**src/rtl/brk_pkg.sv**
```systemverilog
package brk_pkg;
  typedef enum logic [1:0] {
    ST_IDLE = 2'd0,
    ST_PEND = 2'd1,
    ST_ACT  = 2'd2
  } brk_st_e;

  localparam int CTRL_EN_BIT  = 7;
  localparam int CTRL_ACT_BIT = 6;
endpackage

```
**src/rtl/brk_cmp.sv**
```systemverilog
module brk_cmp #(
  parameter int DW = 8
) (
  input  logic [DW-1:0] a,
  input  logic [DW-1:0] b,
  output logic          eq
);
  always_comb eq = (a == b);
endmodule

```
**src/rtl/brk_regs.sv**
```systemverilog
module brk_regs #(
  parameter int AW  = 16,
  parameter int DW  = 8,
  parameter int RAW = 2
) (
  input  logic           clk,
  input  logic           rst_n,
  input  logic           reg_wr,
  input  logic [RAW-1:0] reg_addr,
  input  logic [DW-1:0]  reg_wdata,
  input  logic           brk_busy,
  output logic [AW-1:0]  brk_addr,
  output logic           brk_en,
  output logic           sw_trig,
  output logic [DW-1:0]  reg_rdata
);
  import brk_pkg::*;

  localparam int NB = AW / DW;
  localparam logic [RAW-1:0] CTRL_OFS = RAW'(NB);

  logic [NB-1:0][DW-1:0] byte_q;
  logic [NB-1:0][DW-1:0] byte_d;
  logic                  en_q;
  logic                  en_d;
  logic                  ctrl_sel;

  always_comb ctrl_sel = reg_wr && (reg_addr == CTRL_OFS);

  for (genvar k = 0; k < NB; k++) begin : g_byte
    logic byte_we;
    always_comb begin
      byte_we   = reg_wr && (reg_addr == RAW'(k));
      byte_d[k] = byte_q[k];
      if (byte_we) byte_d[k] = reg_wdata;
    end

    always_ff @(posedge clk or negedge rst_n) begin
      if (!rst_n) byte_q[k] <= '0;
      else        byte_q[k] <= byte_d[k];
    end

    assign brk_addr[AW-1-k*DW -: DW] = byte_q[k];
  end

  always_comb begin
    en_d = en_q;
    if (ctrl_sel) en_d = reg_wdata[CTRL_EN_BIT];
  end

  always_ff @(posedge clk or negedge rst_n) begin
    if (!rst_n) en_q <= 1'b0;
    else        en_q <= en_d;
  end

  always_comb sw_trig = ctrl_sel && reg_wdata[CTRL_ACT_BIT];
  always_comb brk_en  = en_q;

  always_comb begin
    reg_rdata = '0;
    for (int k = 0; k < NB; k++) begin
      if (reg_addr == RAW'(k)) reg_rdata = byte_q[k];
    end
    if (reg_addr == CTRL_OFS) begin
      reg_rdata[CTRL_EN_BIT]  = en_q;
      reg_rdata[CTRL_ACT_BIT] = brk_busy;
    end
  end
endmodule

```
**src/rtl/brk_ctrl.sv**
```systemverilog
module brk_ctrl (
  input  logic clk,
  input  logic rst_n,
  input  logic hit,
  input  logic sw_trig,
  input  logic insn_done,
  input  logic rti,
  output logic st_pend,
  output logic st_act,
  output logic swi_inject
);
  import brk_pkg::*;

  brk_st_e st_q;
  brk_st_e st_d;

  always_comb begin
    st_d = st_q;
    case (st_q)
      ST_IDLE: if (hit || sw_trig) st_d = ST_PEND;
      ST_PEND: if (insn_done)      st_d = ST_ACT;
      ST_ACT:  if (rti)            st_d = ST_IDLE;
      default:                     st_d = ST_IDLE;
    endcase
  end

  always_ff @(posedge clk or negedge rst_n) begin
    if (!rst_n) st_q <= ST_IDLE;
    else        st_q <= st_d;
  end

  always_comb begin
    st_pend    = (st_q == ST_PEND);
    st_act     = (st_q == ST_ACT);
    swi_inject = st_pend && insn_done;
  end


  pend_hold_chk: assert property (@(posedge clk) disable iff (!rst_n)
    (st_q == ST_PEND && !insn_done) |=> (st_q == ST_PEND));


  inject_enter_chk: assert property (@(posedge clk) disable iff (!rst_n)
    swi_inject |=> (st_q == ST_ACT));


  act_stay_chk: assert property (@(posedge clk) disable iff (!rst_n)
    (st_q == ST_ACT && !rti) |=> (st_q == ST_ACT));


  rti_exit_chk: assert property (@(posedge clk) disable iff (!rst_n)
    (st_q == ST_ACT && rti) |=> (st_q == ST_IDLE));
endmodule

```
**src/rtl/brk_unit.sv**
```systemverilog
module brk_unit #(
  parameter int          AW       = 16,
  parameter int          DW       = 8,
  parameter logic [15:0] VEC_NORM = 16'hFFFC,
  parameter logic [15:0] VEC_MON  = 16'hFEFC
) (
  input  logic          clk,
  input  logic          rst_n,
  input  logic          reg_wr,
  input  logic [1:0]    reg_addr,
  input  logic [7:0]    reg_wdata,
  output logic [7:0]    reg_rdata,
  input  logic [15:0]   bus_addr,
  input  logic          fetch_vld,
  input  logic          insn_done,
  input  logic          rti,
  input  logic          mon_mode,
  output logic          bkpt_req,
  output logic          swi_inject,
  output logic [15:0]   vec_addr,
  output logic          wdog_hold
);
  localparam int NB  = AW / DW;
  localparam int RAW = 2;

  logic [1:0]    rst_sync_q;
  logic          rst_int_n;
  logic [AW-1:0] brk_addr;
  logic          brk_en;
  logic          sw_trig;
  logic [NB-1:0] byte_eq;
  logic          hit;
  logic          st_pend;
  logic          st_act;
  logic          busy;

  always_ff @(posedge clk or negedge rst_n) begin
    if (!rst_n) rst_sync_q <= 2'b00;
    else        rst_sync_q <= {rst_sync_q[0], 1'b1};
  end
  always_comb rst_int_n = rst_sync_q[1];

  brk_regs #(.AW(AW), .DW(DW), .RAW(RAW)) u_regs (
    .clk       (clk),
    .rst_n     (rst_int_n),
    .reg_wr    (reg_wr),
    .reg_addr  (reg_addr),
    .reg_wdata (reg_wdata),
    .brk_busy  (busy),
    .brk_addr  (brk_addr),
    .brk_en    (brk_en),
    .sw_trig   (sw_trig),
    .reg_rdata (reg_rdata)
  );

  for (genvar k = 0; k < NB; k++) begin : g_cmp
    brk_cmp #(.DW(DW)) u_cmp (
      .a  (bus_addr[k*DW +: DW]),
      .b  (brk_addr[k*DW +: DW]),
      .eq (byte_eq[k])
    );
  end

  always_comb hit = brk_en && fetch_vld && (&byte_eq);

  brk_ctrl u_ctrl (
    .clk        (clk),
    .rst_n      (rst_int_n),
    .hit        (hit),
    .sw_trig    (sw_trig),
    .insn_done  (insn_done),
    .rti        (rti),
    .st_pend    (st_pend),
    .st_act     (st_act),
    .swi_inject (swi_inject)
  );

  always_comb begin
    busy      = st_pend || st_act;
    bkpt_req  = st_pend;
    wdog_hold = busy;
    vec_addr  = mon_mode ? VEC_MON : VEC_NORM;
  end


  en_gate_chk: assert property (@(posedge clk) disable iff (!rst_int_n)
    (!brk_en && !sw_trig && !busy) |=> !bkpt_req);


  fetch_gate_chk: assert property (@(posedge clk) disable iff (!rst_int_n)
    (!fetch_vld && !sw_trig && !busy) |=> !bkpt_req);
endmodule

```
**config.mk**
```make
export PLATFORM = sky130hd
export DESIGN_NAME = brk_unit
export DESIGN_NICKNAME = d
export VERILOG_FILES = /design/src/rtl/brk_pkg.sv /design/src/rtl/brk_cmp.sv /design/src/rtl/brk_regs.sv /design/src/rtl/brk_ctrl.sv /design/src/rtl/brk_unit.sv
export SDC_FILE = /design/constraint.sdc
export NUM_CORES = 1
export LEC_CHECK = 0
export ABC_AREA = 0
export CAP_MARGIN = 20
export CORE_MARGIN = 10
export CORE_UTILIZATION = 42
export CTS_CLUSTER_SIZE = 24
export DETAILED_ROUTE_END_ITERATION = 10
export PLACE_DENSITY = 0.8
export SETUP_SLACK_MARGIN = 0.3
export SYNTH_ARGS = -nofsm -noshare
export SYNTH_HDL_FRONTEND = slang
export SYNTH_SLANG_ARGS = --single-unit
```
**constraint.sdc**
```tcl
create_clock -name clk -period 1.3 [get_ports clk]
set_input_delay 0.13 -clock clk [delete_from_list [all_inputs] [get_ports clk]]
set_output_delay 0.13 -clock clk [all_outputs]
set_load 0.05 [all_outputs]
```
Word-level counts from Yosys, hierarchy flattened
Index checks and enable logic that the tools add are counted.
{"block": "classes", "eq_ne": 9, "mux": 8, "n_reduce_logical": 13}
{"cell": "equality test 8 bit", "count": 2}
{"cell": "two-way mux 8 bit", "count": 2}
{"cell": "two-way mux 9 bit", "count": 1}
{"cell": "two-way mux 2 bit", "count": 4}
{"cell": "logical AND 1 bit", "count": 7}
{"cell": "one-hot mux 2 bit (3 select lines)", "count": 1}
{"cell": "equality test 2 x 1 -> 1 bit (second input constant)", "count": 2}
{"cell": "equality test 2 bit (second input constant)", "count": 2}
{"cell": "zero test 2 bit", "count": 2}
{"cell": "inequality test 2 bit (second input constant)", "count": 2}
{"cell": "AND reduction 3 bit", "count": 1}
{"cell": "logical OR 1 bit", "count": 2}
{"cell": "inequality test 2 x 1 -> 1 bit (second input constant)", "count": 1}
{"cell": "AND reduction 2 bit", "count": 1}
{"block": "totals", "regBits": 21, "inputBits": 33, "output_inout_bits": 27, "elab_cells": 35}

Depth between registers and ports, before layout
Gate-level depths: netlist of run 1.
{"block": "logic_depth", "word_depth": 6, "ltp_mapped": 6, "depth_no_buf": 6}

Hierarchy
From an unflattened synthesis of run 1, not the netlist that was laid out.
{"block": "hier_totals", "hier_cells": 111, "area_unflattened_um2": 1263.7}
{"module": "brk_regs", "n_inst": 1, "cells_per_inst": 58, "area_per_inst_um2": 807.0, "seq_area_each_um2": 425.4}
{"module": "brk_unit", "n_inst": 1, "cells_per_inst": 22, "area_per_inst_um2": 188.9, "seq_area_each_um2": 50.0}
{"module": "brk_cmp", "n_inst": 2, "cells_per_inst": 11, "area_per_inst_um2": 86.3, "seq_area_each_um2": 0.0}
{"module": "brk_ctrl", "n_inst": 1, "cells_per_inst": 9, "area_per_inst_um2": 95.1, "seq_area_each_um2": 50.0}

Least setup slack after synthesis of run 1
OpenSTA, ideal clock, no wires.
{"block": "synth_timing", "path_kind": "register to output", "startpoint": "register u_ctrl.st_q[0]", "endpoint": "output port reg_rdata[6]", "arrival_time_ps": 2231, "t_required_ps": 1170, "path_slack_ps": -1061, "stages_incl_launch_ff": 5, "n_path_buf": 0, "cell_sequence": "dfrtp_1 -> inv_1 -> ha_1 -> mux2i_1 -> o21ai_0"}
{"block": "synth_between", "elab_chain_len": 3, "word_cells_on_any_way": 4, "cone_classes": "eq/ne: 2; mux: 1; reduce/logical: 1"}
{"element": "start, declared", "line": "brk_ctrl.sv:14", "source": "brk_st_e st_q;"}
{"element": "start signal, assigned", "line": "brk_ctrl.sv:29", "source": "else st_q <= st_d;"}
{"element": "equality test 2 x 1 -> 1 bit or equality test 2 bit (tied branches)", "line": "brk_ctrl.sv:33, brk_ctrl.sv:34"}
{"element": "logical OR 1 bit *", "line": "brk_unit.sv:79", "source": "busy = st_pend || st_act;"}
{"element": "named net wdog_hold", "line": "brk_unit.sv:21", "source": "output logic wdog_hold"}
{"element": "two-way mux 2 bit *", "line": "brk_regs.sv:64", "source": "if (reg_addr == CTRL_OFS) begin"}
{"element": "end, declared", "line": "brk_unit.sv:12", "source": "output logic [7:0] reg_rdata,"}
The timed path passes the listed nets; every way through them passes the cells marked *.

Worst setup path in the final report of run 1
{"block": "layout_timing", "startpoint": "register u_regs.byte_q, in the netlist u_regs.brk_addr[14]", "endpoint": "register u_ctrl.st_q[1]"}
{"block": "layout_between", "elab_chain_len": 6}
{"element": "start, declared", "line": "brk_regs.sv:22", "source": "logic [NB-1:0][DW-1:0] byte_q;"}
{"element": "start signal, assigned by index", "line": "brk_regs.sv:40", "source": "else byte_q[k] <= byte_d[k];"}
{"element": "equality test 8 bit", "line": "brk_cmp.sv:8", "source": "always_comb eq = (a == b);"}
{"element": "AND reduction 2 bit", "line": "brk_unit.sv:64", "source": "always_comb hit = brk_en && fetch_vld && (&byte_eq);"}
{"element": "logical AND 1 bit", "line": "brk_unit.sv:64"}
{"element": "logical OR 1 bit", "line": "brk_ctrl.sv:20", "source": "ST_IDLE: if (hit || sw_trig) st_d = ST_PEND;"}
{"element": "inequality test 2 x 1 -> 1 bit (no source line)"}
{"element": "AND reduction 3 bit (no source line)"}
Every way passes these cells.
A chain may end at the register's enable or synchronous reset.

==> results of run 1 <==
## final cells by class
cell class | count | share of cell area, %
Timing Repair Buffer | 83 | 36.2
Clock inverter | 1 | 0.198
Tap cell | 44 | 2.18
Clock buffer | 3 | 0.891
Multi-Input combinational cell | 100 | 38.8
Inverter | 6 | 0.891
Sequential cell | 21 | 20.8
## synth_stat cells, drive strengths merged
cell	number	area share, %
conb	2	0.55
o22ai	2	0.92
and3	1	0.46
nand3	1	0.37
nor3b	1	0.92
mux2i	10	7.3
nand4	2	0.92
nor2	8	2.2
o21ai	3	1.1
nor4	3	2.5
xnor2	1	0.64
inv	6	1.6
buf	17	9.0
or3	2	0.92
o21a	1	0.55
nand3b	1	0.55
dfrtp	21	38
and2	2	0.92
nand2	8	2.2
ha	4	3.7
a22oi	1	0.55
mux2	16	13
and2b	1	0.55
xor2	15	9.6
nor3	1	0.37
## where the power goes
| group | leakage (nW) | switching, mW | internal (mW) |
|---|---|---|---|
| Combinational | 0.896 | 1.24 | 1.41 |
| Clock | 0.0177 | 0.215 | 0.116 |
| Sequential | 0.249 | 0.124 | 0.791 |
## worst min path at each step
stage,startpoint,to,slack (ns),cells after the start
4_1_cts,rst_sync_q[1],u_regs.brk_addr[8],0.23,1
6_report,rst_sync_q[1],u_regs.brk_addr[8],0.21,1
2_1_floorplan,rst_n,rst_sync_q[0],-0.17,0
3_5_place_dp,rst_sync_q[1],u_regs.brk_addr[8],0.21,1
3_3_place_gp,rst_sync_q[1],u_regs.brk_addr[9],0.20,1
5_1_grt,rst_sync_q[1],u_regs.brk_addr[9],0.24,1
## logic make-up after synthesis
family                   Yosys count  share of synthesized area, %
adder cells (fa/ha/maj)            4                          3.66
buffers and inverters             23                          10.6
multiplexers                      26                          20.5
AND/OR/NAND/NOR                   31                          12.8
flip-flops                        21                          38.5
other                              2                         0.550
AO/OA/AOI/OAI                      7                          3.11
XOR/XNOR                          16                          10.3
## per-layer routing
layer,up-vias,track usage [%],wire (um)
li1,576,-,-
met1,612,16.6,1740
met2,58,26.1,2400
met3,6,6.18,361
met4,0,3.65,59
met5,-,0,0
## through the flow
step / TNS [ns] / utilization, % / setup WS (ns)
6_report: -2.42 / 82.2 / -0.434
5_1_grt: -3.18 / 82.2 / -0.467
4_1_cts: -2.33 / 80.7 / -0.399
3_5_place_dp: -7.40 / 75.0 / -0.622
3_3_place_gp: -6.84 / 75.0 / -0.481
2_1_floorplan: -0.620 / - / -0.220
## timing repair
item / CTS / global route
pin swaps: 5 / 4
endpoints found under the setup margin: 30 / 17
buffers inserted: 4 / 3
endpoints found under the hold margin: 2 / 0
hold buffers: 1 / 0
gates resized for setup: 30 / 5
cloned: 0 / 0
## sequential cells by signal (all words and copies together) (netlist names)
register and flops:
rst_sync_q 2, u_regs.brk_en 1, u_regs.brk_addr 16, u_ctrl.st_q 2
==> flow_summary.html, run 1 <==
<table>
<tr><th>Metric</th><th>Value</th></tr>
<tr><th colspan="2">Hold path</th></tr>
<tr><td>Hold WC Path Type</td><td>reg2async</td></tr>
<tr><th colspan="2">Layout</th></tr>
<tr><td>Multi-input logic area</td><td>982 um^2</td></tr>
<tr><td>Area added between synthesis and finish</td><td>85.1%</td></tr>
<tr><td>Design area</td><td>2530 um^2</td></tr>
<tr><td>Final net count</td><td>252</td></tr>
<tr><td>Leading cell type in the layout, fill and taps excluded</td><td>sky130_fd_sc_hd__clkdlybuf4s50_1</td></tr>
<tr><td>Sequential Area</td><td>526 um^2</td></tr>
<tr><td>Final instance count without filler cells</td><td>258</td></tr>
<tr><td>Share of cells above drive strength 1</td><td>45.3%</td></tr>
<tr><td>Antenna diode count</td><td>0</td></tr>
<tr><td>Top library cells by usage in the layout, fill and taps aside</td><td>29 x sky130_fd_sc_hd__clkdlybuf4s50_1, 23 x sky130_fd_sc_hd__buf_4, 21 x sky130_fd_sc_hd__dfrtp_1, 16 x sky130_fd_sc_hd__conb_1</td></tr>
<tr><td>FILL cells</td><td>190</td></tr>
<tr><th colspan="2">Clocking</th></tr>
<tr><td>Clock slew at the register clock pins of the worst setup and hold paths</td><td>0.12 ns</td></tr>
<tr><td>Number of clock sinks</td><td>21</td></tr>
<tr><td>TritonCTS clock tree</td><td>done</td></tr>
<tr><td>Clock buffer count from CTS</td><td>3</td></tr>
<tr><td>Clock insertion delay at the later pin of the skew report</td><td>0.32 ns</td></tr>
<tr><td>Number of buffers on the longest clock path</td><td>2</td></tr>
<tr><td>CTS H-Tree Depth</td><td>1</td></tr>
<tr><td>Clock tree root driver cell</td><td>sky130_fd_sc_hd__clkbuf_4</td></tr>
<tr><th colspan="2">Global route</th></tr>
<tr><td>Remaining global-route overflow</td><td>0</td></tr>
<tr><td>Overall routing resource usage</td><td>15.0%</td></tr>
<tr><td>Initial antenna violation count</td><td>0</td></tr>
<tr><td>Vias in the first global route</td><td>1424</td></tr>
<tr><td>First-pass GRT wire length</td><td>7220 um</td></tr>
<tr><td>Largest net degree at the start of global routing</td><td>20</td></tr>
<tr><th colspan="2">Timing</th></tr>
<tr><td>Setup violators final</td><td>12</td></tr>
<tr><td>Final number of max-transition violations</td><td>0</td></tr>
<tr><td>Final Worst Setup Slack</td><td>-0.434 ns</td></tr>
<tr><td>Maximum achievable frequency</td><td>0.577 GHz</td></tr>
<tr><td>Number of hold-slack violations in the final timing report</td><td>0</td></tr>
<tr><td>Clock Skew</td><td>0.00378 ns</td></tr>
<tr><td>Post-route fraction of the period consumed by the critical path</td><td>133%</td></tr>
<tr><td>Min Clock Period, post-route</td><td>1.73 ns</td></tr>
<tr><td>Final Hold Slack</td><td>0.213 ns</td></tr>
<tr><td>RSZ-0062 raised after global routing</td><td>yes</td></tr>
<tr><th colspan="2">Drt</th></tr>
<tr><td>Routed wire length</td><td>4560 um</td></tr>
<tr><td>Remaining design rule violation count</td><td>0</td></tr>
<tr><td>Average wire per cell in the routed design</td><td>17.7 um</td></tr>
<tr><td>Overall via count from detail_route</td><td>1252</td></tr>
<tr><td>Drt initial violations</td><td>67</td></tr>
<tr><td>Detailed-routing iteration count for the pre-antenna-repair pass</td><td>4</td></tr>
<tr><td>Number of nets still failing antenna checks after routing</td><td>0</td></tr>
<tr><td>Vias per Instance</td><td>4.85</td></tr>
<tr><th colspan="2">Synth</th></tr>
<tr><td>Flop and latch count out of synthesis</td><td>21</td></tr>
<tr><td>Synth warnings</td><td>0</td></tr>
<tr><td>Sequential element share of the synthesized area</td><td>38.5%</td></tr>
<tr><td>Synth Cell Area</td><td>1370 um^2</td></tr>
<tr><td>Count of mapped cells out of synthesis</td><td>130</td></tr>
<tr><td>Number of distinct library cell variants in the gate-level netlist after synthesis</td><td>27</td></tr>
<tr><td>Mean area per synthesized cell</td><td>10.5 um^2</td></tr>
<tr><th colspan="2">Placed design</th></tr>
<tr><td>Placed instance count</td><td>246</td></tr>
<tr><td>Gpl congestion</td><td>0.783</td></tr>
<tr><td>Count of input and output buffers</td><td>44</td></tr>
<tr><td>Instance area at placement</td><td>2310 um^2</td></tr>
<tr><td>Sum of net half-perimeters after detailed placement</td><td>3370 um</td></tr>
<tr><th colspan="2">Critical path</th></tr>
<tr><td>Path depth of the worst reg2reg path</td><td>5</td></tr>
<tr><td>Slowest cell on the critical path</td><td>sky130_fd_sc_hd__dfrtp_1</td></tr>
<tr><td>Worst flop-to-flop path endpoint</td><td>u_ctrl.st_q[1]</td></tr>
<tr><td>Arrival time at the worst endpoint</td><td>1.94 ns</td></tr>
<tr><td>Crit path from</td><td>u_regs.brk_addr[14]</td></tr>
<tr><td>Worst path required time</td><td>1.51 ns</td></tr>
<tr><td>Worst-path cell chain</td><td>xor2_1, nor4_2, nand3_1, mux2i_1, or3_1</td></tr>
<tr><td>Number of cells on the critical path</td><td>5</td></tr>
<tr><td>Register-to-register path setup slack</td><td>-0.43 ns</td></tr>
<tr><td>Maximum fanout encountered on the critical timing path</td><td>2</td></tr>
<tr><td>Number of buffer and inverter instances along the worst setup path</td><td>0</td></tr>
<tr><td>Cell family contributing the most delay on the critical path</td><td>simple AND/OR/NAND/NOR gates</td></tr>
<tr><td>Kind of start point of the critical path</td><td>flop</td></tr>
<tr><td>Slowest stage delay, CP</td><td>0.42 ns</td></tr>
<tr><td>Sort of element at the end of the critical path</td><td>flop</td></tr>
<tr><td>Crit Reg-Reg Startpoint</td><td>u_regs.brk_addr[14]</td></tr>
<tr><td>Last element of the critical path</td><td>u_ctrl.st_q[1]</td></tr>
<tr><td>Type of the worst setup path</td><td>reg2reg</td></tr>
<tr><th colspan="2">Job</th></tr>
<tr><td>Max cap viols</td><td>0</td></tr>
<tr><th colspan="2">Status</th></tr>
<tr><td>Outcome</td><td>finished, violations left</td></tr>
<tr><td>Violations in the final reports</td><td>negative setup slack</td></tr>
<tr><th colspan="2">Floorplanning</th></tr>
<tr><td>Vert. Die Dim</td><td>77.0 um</td></tr>
<tr><td>Die footprint</td><td>5930 um^2</td></tr>
<tr><td>Overall die width</td><td>77.0 um</td></tr>
<tr><td>Floorplan core area</td><td>3080 um^2</td></tr>
<tr><td>Starting density of the core</td><td>44.4%</td></tr>
<tr><td>IO Pins</td><td>60</td></tr>
<tr><td>FP Rows</td><td>20</td></tr>
<tr><th colspan="2">Power and ir drop</th></tr>
<tr><td>Pwr per Cell Area</td><td>1540 nW/um^2</td></tr>
<tr><td>Leakage Power</td><td>1.16 nW</td></tr>
<tr><td>Pwr Total</td><td>3.90 mW</td></tr>
<tr><td>Maximum vdd drop</td><td>851 uV</td></tr>
</table>
No activity file was read; power rests on OpenSTA's default activity.
==> run 2: changes to the inputs <==
--- a/config.mk
+++ b/config.mk
@@ -6,8 +6,9 @@
 export NUM_CORES = 1
 export LEC_CHECK = 0
 export ABC_AREA = 0
+export ABC_CLOCK_PERIOD_IN_PS = 1300
 export CAP_MARGIN = 20
-export CORE_MARGIN = 10
+export CORE_MARGIN = 5
 export CORE_UTILIZATION = 42
 export CTS_CLUSTER_SIZE = 24
 export DETAILED_ROUTE_END_ITERATION = 10
==> flow_summary.html, run 2 (same netlist as run 1, synthesis figures left out) <==
<table>
<tr><th>Metric</th><th>Value</th></tr>
<tr><th colspan="2">Drt</th></tr>
<tr><td>Number of nets still failing antenna checks after routing</td><td>0 (unchanged)</td></tr>
<tr><td>Drt initial violations</td><td>51 (was 67)</td></tr>
<tr><td>Detailed-routing iteration count for the pre-antenna-repair pass</td><td>5 (was 4)</td></tr>
<tr><td>Routed wire length</td><td>4880 um (was 4560 um)</td></tr>
<tr><td>Remaining design rule violation count</td><td>0 (unchanged)</td></tr>
<tr><td>Vias per Instance</td><td>4.98 (was 4.85)</td></tr>
<tr><td>Overall via count from detail_route</td><td>1339 (was 1252)</td></tr>
<tr><td>Average wire per cell in the routed design</td><td>18.1 um (was 17.7 um)</td></tr>
<tr><th colspan="2">Timing</th></tr>
<tr><td>Maximum achievable frequency</td><td>0.568 GHz (was 0.577 GHz)</td></tr>
<tr><td>Summed negative setup slack over all endpoints</td><td>-2.94 ns (was -2.42 ns)</td></tr>
<tr><td>Min Clock Period, post-route</td><td>1.76 ns (was 1.73 ns)</td></tr>
<tr><td>Final number of max-transition violations</td><td>0 (unchanged)</td></tr>
<tr><td>RSZ-0062 raised after global routing</td><td>yes (unchanged)</td></tr>
<tr><td>Setup violators final</td><td>13 (was 12)</td></tr>
<tr><td>Final Hold Slack</td><td>0.167 ns (was 0.213 ns)</td></tr>
<tr><td>Clock Skew</td><td>0.00685 ns (was 0.00378 ns)</td></tr>
<tr><td>Final Worst Setup Slack</td><td>-0.462 ns (was -0.434 ns)</td></tr>
<tr><td>Post-route fraction of the period consumed by the critical path</td><td>136% (was 133%)</td></tr>
<tr><td>Number of hold-slack violations in the final timing report</td><td>0 (unchanged)</td></tr>
<tr><th colspan="2">Clocking</th></tr>
<tr><td>Clock buffer count from CTS</td><td>3 (unchanged)</td></tr>
<tr><td>Number of clock sinks</td><td>21 (unchanged)</td></tr>
<tr><td>Clock insertion delay at the later pin of the skew report</td><td>0.31 ns (was 0.32 ns)</td></tr>
<tr><td>TritonCTS clock tree</td><td>done (unchanged)</td></tr>
<tr><td>Clock tree root driver cell</td><td>sky130_fd_sc_hd__clkbuf_4 (unchanged)</td></tr>
<tr><td>Number of buffers on the longest clock path</td><td>2 (unchanged)</td></tr>
<tr><td>CTS H-Tree Depth</td><td>1 (unchanged)</td></tr>
<tr><td>Clock slew at the register clock pins of the worst setup and hold paths</td><td>0.13 ns (was 0.12 ns)</td></tr>
<tr><th colspan="2">Placed design</th></tr>
<tr><td>Sum of net half-perimeters after detailed placement</td><td>3260 um (was 3370 um)</td></tr>
<tr><td>Gpl congestion</td><td>0.783 (about the same)</td></tr>
<tr><td>Placed instance count</td><td>252 (was 246)</td></tr>
<tr><td>Count of input and output buffers</td><td>44 (unchanged)</td></tr>
<tr><th colspan="2">Power and ir drop</th></tr>
<tr><td>Maximum vdd drop</td><td>1130 uV (was 851 uV)</td></tr>
<tr><td>Part of the total power dissipated in the clock network</td><td>7.8% (was 8.5%)</td></tr>
<tr><td>Total net switching power</td><td>1.67 mW (was 1.58 mW)</td></tr>
<tr><td>Combinational power share</td><td>69.6% (was 68.0%)</td></tr>
<tr><td>Share of power burned in registers</td><td>22.5% (was 23.5%)</td></tr>
<tr><td>Internal power summed over all cells</td><td>2.45 mW (was 2.32 mW)</td></tr>
<tr><td>Switching part of the total power</td><td>40.5% (about the same)</td></tr>
<tr><td>Pwr Total</td><td>4.12 mW (was 3.90 mW)</td></tr>
<tr><td>Leakage Power</td><td>1.23 nW (was 1.16 nW)</td></tr>
<tr><td>Pwr per Cell Area</td><td>1570 nW/um^2 (was 1540 nW/um^2)</td></tr>
<tr><th colspan="2">Critical path</th></tr>
<tr><td>Maximum fanout encountered on the critical timing path</td><td>2 (unchanged)</td></tr>
<tr><td>Worst path required time</td><td>1.49 ns (was 1.51 ns)</td></tr>
<tr><td>Path depth of the worst reg2reg path</td><td>5 (unchanged)</td></tr>
<tr><td>Type of the worst setup path</td><td>reg2reg (unchanged)</td></tr>
<tr><td>Register-to-register path setup slack</td><td>-0.46 ns (was -0.43 ns)</td></tr>
<tr><td>Crit Reg-Reg Startpoint</td><td>u_regs.brk_addr[14] (unchanged)</td></tr>
<tr><td>Kind of start point of the critical path</td><td>flop (unchanged)</td></tr>
<tr><td>Arrival time at the worst endpoint</td><td>1.95 ns (was 1.94 ns)</td></tr>
<tr><td>Sort of element at the end of the critical path</td><td>flop (unchanged)</td></tr>
<tr><td>Worst flop-to-flop path endpoint</td><td>u_ctrl.st_q[0] (was u_ctrl.st_q[1])</td></tr>
<tr><th colspan="2">Layout</th></tr>
<tr><td>Antenna diode count</td><td>0 (unchanged)</td></tr>
<tr><td>Flip-flop count of the largest register after layout</td><td>16 (unchanged)</td></tr>
<tr><td>Share of cells above drive strength 1</td><td>49.3% (was 45.3%)</td></tr>
<tr><td>Area added between synthesis and finish</td><td>92.5% (was 85.1%)</td></tr>
<tr><td>Final instance count without filler cells</td><td>269 (was 258)</td></tr>
<tr><td>Leading cell type in the layout, fill and taps excluded</td><td>sky130_fd_sc_hd__clkdlybuf4s50_1 (unchanged)</td></tr>
<tr><td>Final net count</td><td>263 (was 252)</td></tr>
<tr><td>Top library cells by usage in the layout, fill and taps aside</td><td>29 x sky130_fd_sc_hd__clkdlybuf4s50_1, 26 x sky130_fd_sc_hd__buf_6, 22 x sky130_fd_sc_hd__buf_4, 21 x sky130_fd_sc_hd__dfrtp_1, 16 x sky130_fd_sc_hd__conb_1 (was 29 x sky130_fd_sc_hd__clkdlybuf4s50_1, 23 x sky130_fd_sc_hd__buf_4, 21 x sky130_fd_sc_hd__dfrtp_1, 16 x sky130_fd_sc_hd__conb_1)</td></tr>
<tr><th colspan="2">Floorplanning</th></tr>
<tr><td>Floorplan core area</td><td>3080 um^2 (unchanged)</td></tr>
<tr><td>Starting density of the core</td><td>44.4% (unchanged)</td></tr>
<tr><td>Die footprint</td><td>4490 um^2 (was 5930 um^2)</td></tr>
<tr><td>Overall die width</td><td>67.0 um (was 77.0 um)</td></tr>
<tr><td>FP Rows</td><td>20 (unchanged)</td></tr>
<tr><td>Vert. Die Dim</td><td>67.0 um (was 77.0 um)</td></tr>
<tr><td>IO Pins</td><td>60 (unchanged)</td></tr>
<tr><th colspan="2">Hold path</th></tr>
<tr><td>Hold WC Path Type</td><td>reg2async (unchanged)</td></tr>
<tr><th colspan="2">Status</th></tr>
<tr><td>Outcome</td><td>finished, violations left (unchanged)</td></tr>
<tr><td>Violations in the final reports</td><td>negative setup slack (unchanged)</td></tr>
<tr><th colspan="2">Global route</th></tr>
<tr><td>Vias in the first global route</td><td>1392 (was 1424)</td></tr>
<tr><td>Remaining global-route overflow</td><td>0 (unchanged)</td></tr>
<tr><td>Initial antenna violation count</td><td>0 (unchanged)</td></tr>
<tr><td>Overall routing resource usage</td><td>21.1% (was 15.0%)</td></tr>
<tr><td>First-pass GRT wire length</td><td>7000 um (was 7220 um)</td></tr>
<tr><td>Largest net degree at the start of global routing</td><td>13 (was 20)</td></tr>
<tr><th colspan="2">Job</th></tr>
<tr><td>Max cap viols</td><td>0 (unchanged)</td></tr>
</table>
==> run 2: cell types whose count changed in the layout (fill, tap and decap cells not counted) <==
cell / change
sky130_fd_sc_hd__mux2i_2: +3
sky130_fd_sc_hd__nand2_8: -1
sky130_fd_sc_hd__buf_4: -1
sky130_fd_sc_hd__mux2i_1: -2
sky130_fd_sc_hd__nor4_2: -1
sky130_fd_sc_hd__buf_6: +12
sky130_fd_sc_hd__clkdlybuf4s15_1: -2
sky130_fd_sc_hd__nor4_1: +1
sky130_fd_sc_hd__buf_2: +2
sky130_fd_sc_hd__mux2i_4: -1
sky130_fd_sc_hd__nand2_4: +1
==> run 2: worst max-delay path, stage by stage, from the launching register on <==
cell	delay (ns)
sky130_fd_sc_hd__dfrtp_1	0.42
sky130_fd_sc_hd__xor2_1	0.16
sky130_fd_sc_hd__nor4_2	0.32
sky130_fd_sc_hd__nand3_1	0.20
sky130_fd_sc_hd__mux2i_1	0.17
sky130_fd_sc_hd__or3_1	0.37
==> run 2: power by group through the flow <==
stage	Combinational [mW]	Clock, mW	Sequential (mW)
floorplan	1.31	0	0.915
finish	2.87	0.323	0.929
CTS	2.64	0.325	0.915
detailed placement	2.27	0	0.913
global route	3.01	0.349	0.943
global placement	2.21	0	0.907
==> run 2: how the worst max path moves through the flow <==
| stage | startpoint | slack, ns | to |
|---|---|---|---|
| 2_1_floorplan | u_regs.brk_addr[2] | -0.22 | u_ctrl.st_q[0] |
| 3_3_place_gp | bus_addr[9] | -0.50 | u_ctrl.st_q[0] |
| 3_5_place_dp | bus_addr[9] | -0.55 | u_ctrl.st_q[1] |
| 4_1_cts | u_regs.brk_addr[9] | -0.41 | u_ctrl.st_q[1] |
| 5_1_grt | u_regs.brk_addr[9] | -0.52 | u_ctrl.st_q[0] |
| 6_report | u_regs.brk_addr[14] | -0.46 | u_ctrl.st_q[0] |
==> run 2: timing repair <==
action,CTS,global route
setup buffers,8,4
hold endpoints to repair,2,0
resized for setup,39,11
setup endpoints to repair,30,21
pin swaps,7,7
hold buffers,1,0
==> run 2: per-stage QoR <==
| step | area (um^2) | setup WS (ns) | utilization (%) |
|---|---|---|---|
| 5_1_grt | 2630 | -0.517 | 85.4 |
| 3_3_place_gp | 2350 | -0.497 | 76.4 |
| 3_5_place_dp | 2350 | -0.546 | 76.4 |
| 4_1_cts | 2560 | -0.410 | 83.2 |
| 2_1_floorplan | 1600 | -0.220 | - |
| 6_report | 2630 | -0.462 | 85.4 |
==> run 2: routing by layer <==
metal / GRT usage, % / up-vias / routed length (um)
met4: 3.80 / 0 / 53
met5: 0 / - / 0
met1: 25.6 / 669 / 1920
li1: - / 602 / -
met3: 4.55 / 6 / 243
met2: 38.0 / 62 / 2660
==> run 2: area by class of cell <==
type                    count  area (um^2)
repair buffers             94         1030
multi-input cells         100          966
flip-flops and latches     21          526
fillers                   153          448
well taps                  44         55.1
clock buffers               3         22.5
inverters                   6         22.5
clock inverters             1         5.00
==> run 3: changes to the inputs <==
--- a/config.mk
+++ b/config.mk
@@ -8,7 +8,7 @@
 export ABC_AREA = 0
 export ABC_CLOCK_PERIOD_IN_PS = 1300
 export CAP_MARGIN = 20
-export CORE_MARGIN = 5
+export CORE_MARGIN = 4
 export CORE_UTILIZATION = 42
 export CTS_CLUSTER_SIZE = 24
 export DETAILED_ROUTE_END_ITERATION = 10
==> flow_summary.html, run 3 (same netlist as run 1, synthesis figures left out) <==
<table>
<tr><th>Metric</th><th>Value</th></tr>
<tr><th colspan="2">Layout</th></tr>
<tr><td>Final core utilization</td><td>84.7% (was 85.4%)</td></tr>
<tr><td>Top library cells by usage in the layout, fill and taps aside</td><td>29 x sky130_fd_sc_hd__clkdlybuf4s50_1, 24 x sky130_fd_sc_hd__buf_4, 21 x sky130_fd_sc_hd__buf_6, 21 x sky130_fd_sc_hd__dfrtp_1, 16 x sky130_fd_sc_hd__conb_1 (was 29 x sky130_fd_sc_hd__clkdlybuf4s50_1, 26 x sky130_fd_sc_hd__buf_6, 22 x sky130_fd_sc_hd__buf_4, 21 x sky130_fd_sc_hd__dfrtp_1, 16 x sky130_fd_sc_hd__conb_1)</td></tr>
<tr><td>Antenna diode count</td><td>0 (unchanged)</td></tr>
<tr><td>Leading cell type in the layout, fill and taps excluded</td><td>sky130_fd_sc_hd__clkdlybuf4s50_1 (unchanged)</td></tr>
<tr><td>Flip-flop count of the largest register after layout</td><td>16 (unchanged)</td></tr>
<tr><td>Final net count</td><td>259 (was 263)</td></tr>
<tr><td>Design area</td><td>2610 um^2 (was 2630 um^2)</td></tr>
<tr><td>Share of cells above drive strength 1</td><td>49.8% (was 49.3%)</td></tr>
<tr><td>Area added between synthesis and finish</td><td>90.8% (was 92.5%)</td></tr>
<tr><td>Final instance count without filler cells</td><td>265 (was 269)</td></tr>
<tr><th colspan="2">Critical path</th></tr>
<tr><td>Path depth of the worst reg2reg path</td><td>5 (unchanged)</td></tr>
<tr><td>Worst path required time</td><td>1.51 ns (was 1.49 ns)</td></tr>
<tr><td>Sort of element at the end of the critical path</td><td>flop (unchanged)</td></tr>
<tr><td>Maximum fanout encountered on the critical timing path</td><td>2 (unchanged)</td></tr>
<tr><td>Register-to-register path setup slack</td><td>-0.43 ns (was -0.46 ns)</td></tr>
<tr><td>Arrival time at the worst endpoint</td><td>1.94 ns (was 1.95 ns)</td></tr>
<tr><td>Crit Reg-Reg Startpoint</td><td>u_regs.brk_addr[9] (was u_regs.brk_addr[14])</td></tr>
<tr><td>Type of the worst setup path</td><td>reg2reg (unchanged)</td></tr>
<tr><td>Kind of start point of the critical path</td><td>flop (unchanged)</td></tr>
<tr><td>Worst flop-to-flop path endpoint</td><td>u_ctrl.st_q[1] (was u_ctrl.st_q[0])</td></tr>
<tr><th colspan="2">Global route</th></tr>
<tr><td>Met2 routing resource usage after global routing</td><td>42.0% (was 38.0%)</td></tr>
<tr><td>Overall routing resource usage</td><td>21.8% (was 21.1%)</td></tr>
<tr><td>Met3 global-route usage</td><td>2.77% (was 4.55%)</td></tr>
<tr><td>First-pass GRT wire length</td><td>6870 um (was 7000 um)</td></tr>
<tr><td>Vias in the first global route</td><td>1457 (was 1392)</td></tr>
<tr><td>Remaining global-route overflow</td><td>0 (unchanged)</td></tr>
<tr><td>Busiest metal layer after global routing</td><td>met2 (unchanged)</td></tr>
<tr><td>Initial antenna violation count</td><td>0 (unchanged)</td></tr>
<tr><td>Met1 layer usage reported by global route</td><td>22.6% (was 25.6%)</td></tr>
<tr><td>Largest net degree at the start of global routing</td><td>13 (unchanged)</td></tr>
<tr><th colspan="2">Placed design</th></tr>
<tr><td>Sum of net half-perimeters after detailed placement</td><td>3190 um (was 3260 um)</td></tr>
<tr><td>Placed instance count</td><td>245 (was 252)</td></tr>
<tr><td>Gpl congestion</td><td>0.839 (was 0.783)</td></tr>
<tr><td>Dpl ws</td><td>-0.626 ns (was -0.546 ns)</td></tr>
<tr><td>Instance area at placement</td><td>2300 um^2 (was 2350 um^2)</td></tr>
<tr><td>Count of input and output buffers</td><td>44 (unchanged)</td></tr>
<tr><th colspan="2">Clocking</th></tr>
<tr><td>Clock insertion delay at the later pin of the skew report</td><td>0.32 ns (was 0.31 ns)</td></tr>
<tr><td>Clock slew at the register clock pins of the worst setup and hold paths</td><td>0.13 ns (about the same)</td></tr>
<tr><td>TritonCTS clock tree</td><td>done (unchanged)</td></tr>
<tr><td>CTS H-Tree Depth</td><td>1 (unchanged)</td></tr>
<tr><td>Clock buffer count from CTS</td><td>3 (unchanged)</td></tr>
<tr><td>Number of clock sinks</td><td>21 (unchanged)</td></tr>
<tr><td>Clock tree root driver cell</td><td>sky130_fd_sc_hd__clkbuf_4 (unchanged)</td></tr>
<tr><td>Number of buffers on the longest clock path</td><td>2 (unchanged)</td></tr>
<tr><th colspan="2">Floorplanning</th></tr>
<tr><td>FP Rows</td><td>20 (unchanged)</td></tr>
<tr><td>Die footprint</td><td>4230 um^2 (was 4490 um^2)</td></tr>
<tr><td>Floorplan core area</td><td>3080 um^2 (unchanged)</td></tr>
<tr><td>Vert. Die Dim</td><td>65.0 um (was 67.0 um)</td></tr>
<tr><td>Overall die width</td><td>65.0 um (was 67.0 um)</td></tr>
<tr><td>Starting density of the core</td><td>44.4% (unchanged)</td></tr>
<tr><td>IO Pins</td><td>60 (unchanged)</td></tr>
<tr><th colspan="2">Drt</th></tr>
<tr><td>Detailed-routing iteration count for the pre-antenna-repair pass</td><td>4 (was 5)</td></tr>
<tr><td>Average wire per cell in the routed design</td><td>17.8 um (was 18.1 um)</td></tr>
<tr><td>Routed wire length</td><td>4720 um (was 4880 um)</td></tr>
<tr><td>Vias per Instance</td><td>4.88 (was 4.98)</td></tr>
<tr><td>Overall via count from detail_route</td><td>1293 (was 1339)</td></tr>
<tr><td>Remaining design rule violation count</td><td>0 (unchanged)</td></tr>
<tr><td>Number of nets still failing antenna checks after routing</td><td>0 (unchanged)</td></tr>
<tr><td>Drt initial violations</td><td>65 (was 51)</td></tr>
<tr><th colspan="2">Timing</th></tr>
<tr><td>Min Clock Period, post-route</td><td>1.73 ns (was 1.76 ns)</td></tr>
<tr><td>Final Worst Setup Slack</td><td>-0.427 ns (was -0.462 ns)</td></tr>
<tr><td>RSZ-0062 raised after global routing</td><td>yes (unchanged)</td></tr>
<tr><td>Final number of max-transition violations</td><td>0 (unchanged)</td></tr>
<tr><td>Setup violators final</td><td>13 (unchanged)</td></tr>
<tr><td>Clock Skew</td><td>0.00936 ns (was 0.00685 ns)</td></tr>
<tr><td>Maximum achievable frequency</td><td>0.579 GHz (was 0.568 GHz)</td></tr>
<tr><td>Final Hold Slack</td><td>0.168 ns (was 0.167 ns)</td></tr>
<tr><td>Number of hold-slack violations in the final timing report</td><td>0 (unchanged)</td></tr>
<tr><td>Post-route fraction of the period consumed by the critical path</td><td>133% (was 136%)</td></tr>
<tr><td>Summed negative setup slack over all endpoints</td><td>-2.92 ns (was -2.94 ns)</td></tr>
<tr><th colspan="2">Power and ir drop</th></tr>
<tr><td>Maximum vdd drop</td><td>968 uV (was 1130 uV)</td></tr>
<tr><td>Leakage Power</td><td>1.20 nW (was 1.23 nW)</td></tr>
<tr><td>Pwr Total</td><td>4.02 mW (was 4.12 mW)</td></tr>
<tr><td>Pwr per Cell Area</td><td>1540 nW/um^2 (was 1570 nW/um^2)</td></tr>
<tr><th colspan="2">Status</th></tr>
<tr><td>Outcome</td><td>finished, violations left (unchanged)</td></tr>
<tr><td>Violations in the final reports</td><td>negative setup slack (unchanged)</td></tr>
<tr><th colspan="2">Hold path</th></tr>
<tr><td>Hold WC Path Type</td><td>reg2async (unchanged)</td></tr>
<tr><th colspan="2">Job</th></tr>
<tr><td>Max cap viols</td><td>0 (unchanged)</td></tr>
</table>
-- run 3: what timing repair did --
item                                    CTS  global route
pin swaps                                 9             8
endpoints found under the hold margin     2             0
gates resized for setup                  33            15
hold buffers                              1             0
buffers inserted                         11             4
endpoints found under the setup margin   29            23
-- run 3: layout make-up --
type / count / area (um^2)
timing repair buffer: 90 / 991
sequential: 21 / 526
tap: 44 / 55.1
inverter: 6 / 22.5
multi-input combinational: 100 / 985
clock inverter: 1 / 5.00
fill: 154 / 472
clock buffer: 3 / 22.5
-- run 3: layer usage --
metal | wire (um) | share of wire (%)
met5 | 0 | 0
met4 | 123 | 2.6
met3 | 172 | 3.6
met2 | 2660 | 56
met1 | 1760 | 37
-- run 3: power by group --
part           leakage [nW]  internal [mW]  switching, mW  total (mW)
Clock                0.0177          0.115          0.228       0.343
Sequential            0.249          0.790          0.140       0.931
Combinational         0.936           1.46           1.29        2.75
Total                  1.20           2.36           1.66        4.02
-- run 3: how the worst max path moves through the flow --
stage                     cells after the start              to               start
after floorplan                               5  u_ctrl.st_q[0]  u_regs.brk_addr[2]
after global placement                        6  u_ctrl.st_q[1]         bus_addr[9]
after detailed placement                      6  u_ctrl.st_q[1]         bus_addr[9]
after CTS                                     5  u_ctrl.st_q[1]  u_regs.brk_addr[9]
after global routing                          5  u_ctrl.st_q[1]  u_regs.brk_addr[1]
final                                         5  u_ctrl.st_q[1]  u_regs.brk_addr[9]
-- run 3: critical path: stages, from the launching register on --
cell and delay, ns:
sky130_fd_sc_hd__dfrtp_1 0.42, sky130_fd_sc_hd__xor2_1 0.18, sky130_fd_sc_hd__nor4_2 0.35, sky130_fd_sc_hd__nand3_2 0.17
sky130_fd_sc_hd__mux2i_1 0.15, sky130_fd_sc_hd__or3_1 0.35
